===== src/rtl/rcs_pkg.sv =====
package rcs_pkg;
  localparam int SFR_W        = 16;
  localparam int HOST_W       = 8;
  localparam int SFR_GO_BIT   = 5;
  localparam int SFR_IRQ_BIT  = 15;
  localparam int CFG_MASK_BIT = 7;
  localparam int CFG_FMUL_BIT = 5;
  localparam int CLK_FAST_BIT = 0;
  localparam int STOP_SKIP    = 2;

  typedef struct packed {
    logic stopTake;
    logic stopDone;
    logic goSet;
    logic goClr;
    logic irqClr;
    logic cacheOn;
    logic cacheOff;
  } runStrb_t;

  typedef enum logic {ST_IDLE = 1'b0, ST_DRAIN = 1'b1} runState_t;
endpackage


===== src/rtl/rcs_ctrl.sv =====
module rcs_ctrl
  import rcs_pkg::*;
(
  input  logic     clk,
  input  logic     rstN,
  input  logic     stopEvt,
  input  logic     storePending,
  input  logic     hostSfrWr,
  input  logic     hostGoBit,
  input  logic     hostSfrRd,
  input  logic     cacheOp,
  input  logic     go,
  output runStrb_t strb
);
  runState_t state, stateNxt;
  logic hostClr;
  logic take;
  logic done;

  always_comb begin
    hostClr = hostSfrWr && !hostGoBit;
    take    = stopEvt && go && (state == ST_IDLE);
    done    = (take && !storePending) || ((state == ST_DRAIN) && !storePending);

    strb.stopTake = take;
    strb.stopDone = done;
    strb.goSet    = hostSfrWr && hostGoBit && !done;
    strb.goClr    = done || hostClr;
    strb.irqClr   = hostSfrRd && !done;
    strb.cacheOff = hostClr;
    strb.cacheOn  = cacheOp && !hostClr;

    stateNxt = state;
    case (state)
      ST_IDLE:  if (take && storePending && !hostClr) stateNxt = ST_DRAIN;
      ST_DRAIN: if (!storePending || hostClr) stateNxt = ST_IDLE;
      default:  stateNxt = ST_IDLE;
    endcase
  end

  always_ff @(posedge clk) begin
    if (!rstN) state <= ST_IDLE;
    else       state <= stateNxt;
  end


  drain_go_chk: assert property (@(posedge clk) disable iff (!rstN)
    (state == ST_DRAIN) |-> go);
endmodule


===== src/rtl/rcs_dpath.sv =====
module rcs_dpath
  import rcs_pkg::*;
#(
  parameter int PC_W = 16
) (
  input  logic              clk,
  input  logic              rstN,
  input  runStrb_t          strb,
  input  logic [PC_W-1:0]   stopPc,
  input  logic              hostSfrWr,
  input  logic              hostCfgWr,
  input  logic              hostClkWr,
  input  logic [HOST_W-1:0] hostData,
  output logic              go,
  output logic [SFR_W-1:0]  sfr,
  output logic              irqOut,
  output logic              cacheEn,
  output logic              cacheInval,
  output logic              pcLoad,
  output logic [PC_W-1:0]   pcValue,
  output logic              fastMul,
  output logic              fastClk
);
  localparam int FLAG_W = SFR_GO_BIT - 1;

  logic              irqFlag;
  logic [FLAG_W-1:0] flags;
  logic              cfgMask;
  logic [PC_W-1:0]   pcHold;
  logic [PC_W-1:0]   pcBase;

  assign pcBase = strb.stopTake ? stopPc : pcHold;

  always_ff @(posedge clk) begin
    if (!rstN) begin
      go         <= 1'b0;
      irqFlag    <= 1'b0;
      flags      <= '0;
      cacheEn    <= 1'b0;
      cacheInval <= 1'b0;
      pcLoad     <= 1'b0;
      pcValue    <= '0;
      pcHold     <= '0;
      cfgMask    <= 1'b0;
      fastMul    <= 1'b0;
      fastClk    <= 1'b0;
    end else begin
      if (strb.goClr)      go <= 1'b0;
      else if (strb.goSet) go <= 1'b1;

      if (strb.stopDone)    irqFlag <= 1'b1;
      else if (strb.irqClr) irqFlag <= 1'b0;

      if (hostSfrWr) flags <= hostData[SFR_GO_BIT-1:1];

      if (strb.cacheOff)     cacheEn <= 1'b0;
      else if (strb.cacheOn) cacheEn <= 1'b1;
      cacheInval <= strb.cacheOff;

      if (strb.stopTake) pcHold <= stopPc;
      pcLoad <= strb.stopDone;
      if (strb.stopDone) pcValue <= pcBase + PC_W'(STOP_SKIP);

      if (hostCfgWr) begin
        cfgMask <= hostData[CFG_MASK_BIT];
        fastMul <= hostData[CFG_FMUL_BIT];
      end
      if (hostClkWr) fastClk <= hostData[CLK_FAST_BIT];
    end
  end

  always_comb begin
    sfr                  = '0;
    sfr[SFR_IRQ_BIT]     = irqFlag;
    sfr[SFR_GO_BIT]      = go;
    sfr[SFR_GO_BIT-1:1]  = flags;
  end

  assign irqOut = irqFlag && !cfgMask;


  stop_pc_chk: assert property (@(posedge clk) disable iff (!rstN)
    pcLoad |-> (!go && irqFlag));


  irq_src_chk: assert property (@(posedge clk) disable iff (!rstN)
    $rose(irqFlag) |-> pcLoad);


  irq_clr_chk: assert property (@(posedge clk) disable iff (!rstN)
    $fell(irqFlag) |-> $past(strb.irqClr));


  cache_off_chk: assert property (@(posedge clk) disable iff (!rstN)
    cacheInval |-> !cacheEn);
endmodule


===== src/rtl/copro_run_ctrl.sv =====
module copro_run_ctrl
  import rcs_pkg::*;
#(
  parameter int PC_W = 16
) (
  input  logic              clk,
  input  logic              rstN,
  input  logic              stopEvt,
  input  logic [PC_W-1:0]   stopPc,
  input  logic              storePending,
  input  logic              cacheOp,
  input  logic              hostSfrWr,
  input  logic              hostCfgWr,
  input  logic              hostClkWr,
  input  logic              hostSfrRd,
  input  logic [HOST_W-1:0] hostData,
  output logic              go,
  output logic [SFR_W-1:0]  sfr,
  output logic              irqOut,
  output logic              cacheEn,
  output logic              cacheInval,
  output logic              pcLoad,
  output logic [PC_W-1:0]   pcValue,
  output logic              fastMul,
  output logic              fastClk
);
  runStrb_t strb;
  logic     unusedBit;

  assign unusedBit = hostData[6];

  rcs_ctrl u_ctrl (
    .clk          (clk),
    .rstN         (rstN),
    .stopEvt      (stopEvt),
    .storePending (storePending),
    .hostSfrWr    (hostSfrWr),
    .hostGoBit    (hostData[SFR_GO_BIT]),
    .hostSfrRd    (hostSfrRd),
    .cacheOp      (cacheOp),
    .go           (go),
    .strb         (strb)
  );

  rcs_dpath #(.PC_W(PC_W)) u_dpath (
    .clk        (clk),
    .rstN       (rstN),
    .strb       (strb),
    .stopPc     (stopPc),
    .hostSfrWr  (hostSfrWr),
    .hostCfgWr  (hostCfgWr),
    .hostClkWr  (hostClkWr),
    .hostData   (hostData),
    .go         (go),
    .sfr        (sfr),
    .irqOut     (irqOut),
    .cacheEn    (cacheEn),
    .cacheInval (cacheInval),
    .pcLoad     (pcLoad),
    .pcValue    (pcValue),
    .fastMul    (fastMul),
    .fastClk    (fastClk)
  );
endmodule


===== config.mk =====
export PLATFORM = sky130hd
export DESIGN_NAME = copro_run_ctrl
export DESIGN_NICKNAME = d
export VERILOG_FILES = /design/src/rtl/rcs_pkg.sv /design/src/rtl/rcs_ctrl.sv /design/src/rtl/rcs_dpath.sv /design/src/rtl/copro_run_ctrl.sv
export SDC_FILE = /design/constraint.sdc
export NUM_CORES = 1
export LEC_CHECK = 0
export ABC_AREA = 1
export BUFFER_PORTS_ARGS = -buffer_cell sky130_fd_sc_hd__buf_2
export CORE_MARGIN = 4
export CORE_UTILIZATION = 54
export DETAILED_ROUTE_END_ITERATION = 7
export PLACE_DENSITY = 0.84
export SLEW_MARGIN = 20
export SYNTH_ARGS = -nofsm -noshare
export SYNTH_HDL_FRONTEND = slang
export SYNTH_SLANG_ARGS = --single-unit

===== constraint.sdc =====
create_clock -name clk -period 3.3 [get_ports clk]
set_clock_uncertainty 0.1 [all_clocks]
set_input_delay 0.165 -clock clk [delete_from_list [all_inputs] [get_ports clk]]
set_output_delay 0.165 -clock clk [all_outputs]
set_load 0.02 [all_outputs]

==> key figures <==
Logic synthesis
  – Syn Inst Count: 307
  – Post-Syn Area: 2220 sq um
  – Synth Area per Inst: 7.25 sq um
  – Yosys reg bits: 45
  – Ys Warns: 0
  – Sequential area share after synthesis: 40.5%
  – Post-synth top area share: 40.5%
  – Cell variety after synth: 28
  – EDFF count, synth: 0
  – Top FF cell, synth: dfxtp_1
  – Area contributors post-synth: dfxtp_1 (40%), nor2_1 (11%), nand2_1 (8.4%)
  – Post-synth ARST share: 0%
  – Synth area leader: dfxtp_1

Pwr
  – Gate power share: 14.8%
  – Pwr Total: 1.18 mW
  – Clk network pwr share: 36.2%
  – Int Pwr: 0.877 mW
  – Sequential share of power: 49.0%
  – NetSw: 0.307 mW
  – P_leak: 1.33 nW
  – Power per cell area: 443 nW/um^2
  – Peak VDD IR: 308 uV
  – Net Sw Frac: 26.0%

GRT
  – Vias in the first global route: 1,895
  – Met3 Use GR: 6.23%
  – Total track usage: 19.8%
  – First-pass GRT wire length: 8.16 mm
  – Met1 Usage GRT: 23.1%
  – Largest net degree at the start of global routing: 32
  – Busiest grt layer: met2
  – GRT Residual Overflow: 0
  – Initial antenna violation count: 0
  – M2 GR Usage: 35.7%

STA
  – Fin. max-slew vios: 0
  – Final Critical Period: 2.17 ns
  – Min Hold Slack: 0.0117 ns
  – RSZ-0062 raised after global routing: no
  – Worst Max-Slew Pin Slew: 0.961 ns
  – Worst rel slew slack: 35.8%
  – Fmax: 462 MHz
  – Final setup vio count: 0
  – Final TNS setup: 0 ns
  – Final period utilization: 65.6%
  – Final hold vios: 0

Critical path
  – Worst Setup SP: u_dpath.go
  – Worst setup SP type: register
  – Critical path required time: 3.41 ns
  – Cells on worst reg2reg path: 12
  – Crit-path slowest cell: dfxtp_1
  – Crit path top cell by count: nand2_2
  – RR Endpoint: u_dpath.pcValue[11]
  – R2R Setup Slk: 1.13 ns
  – CP max stage delay: 0.65 ns
  – Reg-to-Reg Start: u_dpath.go
  – Crit-path cells: nand2_4 -> nor2_4 -> nand2_2 -> nand2_2 -> ha_1 -> nand2_1 -> nor2_4 -> nand2_2 -> o21bai_2 -> nand3_1 -> nand2_1 -> inv_1
  – WP data arrival: 2.27 ns
  – Critical path class: register to register
  – Crit path max fanout: 14
  – CP Capture Type: register

Hold path
  – Hold Crit Depth: 3
  – Hold crit path type: input port to register
  – WHS Endpoint: u_dpath.flags[0]
  – HP Start: hostData[1]

Flow run
  – Max Cap Viol: 0

Routing
  – Initial DRC Count: 109
  – DRT antenna net count: 0
  – Routed WL per cell: 11.4 um
  – First drt pass iteration count: 4
  – Via count: 2,017
  – Drt via density: 4.78
  – Final wirelength: 4.80 mm
  – DRC violations left: 0

Clocking
  – H-tree Lvls: 2
  – CTS tree: yes
  – CTS Buffer Depth: 2
  – Clock transition at path regs: 0.08 ns
  – PostCTS Resize Cnt: 0
  – Sink Count: 45
  – Root Buffer: clkbuf_8
  – Clk_lat worst skew: 0.30 ns
  – TritonCTS buffer count: 5

Cells and area
  – FILL cells: 357
  – Area growth syn-to-layout: 20.2%
  – Leading cell type in the layout, fill and taps excluded: nor2_1
  – Most frequent cells in the layout: nor2_1 (62), buf_2 (60), nand2_1 (50), dfxtp_1 (45), inv_1 (32)
  – Final #Nets: 405
  – Top Registers: u_dpath.pcHold: 16 flops, u_dpath.pcValue: 16 flops, u_dpath.flags: 4 flops
  – Seq. cell area: 901 sq um
  – Diodes inserted: 0
  – Share of cells above drive strength 1: 26.6%
  – Multi-input gate area: 1070 sq um

Floorplanning
  – Rows: 23
  – Core Area: 4000 sq um
  – Die height: 72.2 um
  – Die Width: 72.2 um
  – Initial Util: 55.6%
  – IO Count: 72
  – DIE AREA: 5210 sq um

Placement
  – Post-DP HPWL: 3.46 mm
  – IO buf count: 60
  – GP Congestion: 0.957

Status
  – Outcome: complete, no violations
[what timing repair did]
action / 4_1_cts / 5_1_grt
endpoints found under the setup margin: 0 / 0
hold buffers: 9 / 0
setup buffers: 0 / 0
endpoints found under the hold margin: 8 / 0
[area by class of cell]
| type | count | area share (%) |
|---|---|---|
| flip-flops and latches | 45 | 33.7 |
| clock buffers | 7 | 3.23 |
| well taps | 50 | 2.34 |
| multi-input cells | 216 | 40.1 |
| clock inverters | 1 | 1.12 |
| inverters | 33 | 4.63 |
| repair buffers | 70 | 14.9 |
[power by group through the flow]
stage	Sequential [mW]	Combinational [mW]	Clock, mW
3_3_place_gp	0.592	0.164	0
5_1_grt	0.584	0.198	0.459
2_1_floorplan	0.611	0.109	0
3_5_place_dp	0.593	0.167	0
6_report	0.580	0.176	0.428
4_1_cts	0.580	0.176	0.438
[per-layer routing]
layer,wire (um),vias to the layer above
met3,349,4
li1,-,1067
met4,37,0
met5,0,-
met2,2420,55
met1,1990,891
[synthesized netlist by cell type, drive strengths merged, types with 2 or more instances]
master and instances:
nand2 67, nand4 14, xor2 4, nand3 17, o21ai 17, inv 33
nor2 71, buf 18, dfxtp 45, a21oi 8, o21bai 2, clkbuf 4
o21a 2
[logic make-up after synthesis]
group | synth area share (%)
buffers and inverters | 12.9
DFF | 40.5
other | 0.169
adders and majority gates | 0.562
and+or+nand+nor | 36.5
xor gates and xnor gates | 1.57
AOI/OAI and AO/OA | 7.31
muxes | 0.450
[worst max path at each step]
| stage | end | slack [ns] | cells after the start |
|---|---|---|---|
| 2_1_floorplan | u_dpath.pcValue[11] | 1.40 | 11 |
| 3_3_place_gp | u_dpath.pcValue[7] | 1.19 | 9 |
| 3_5_place_dp | u_dpath.pcValue[11] | 1.15 | 12 |
| 4_1_cts | u_dpath.pcValue[11] | 1.14 | 12 |
| 5_1_grt | u_dpath.pcValue[7] | 0.90 | 9 |
| 6_report | u_dpath.pcValue[11] | 1.13 | 12 |
[metrics by stage]
stage	utilization (%)	setup slack (ns)	cell area (sq um)	cells
after global routing	66.8	0.895	2670	422
after global placement	61.7	1.19	2470	405
after CTS	66.8	1.14	2670	422
after detailed placement	61.7	1.15	2470	405
after floorplan	-	1.40	2260	316
final	66.8	1.13	2670	422
[critical path: cells and delay by family (launching register included)]
kind,cells,cell delay [ns]
simple gates,9,0.96
fa+ha+maj,1,0.21
flops,1,0.65
buf+inv,1,0.04
compound gates,1,0.11
Power figures use the tool's default switching activity.
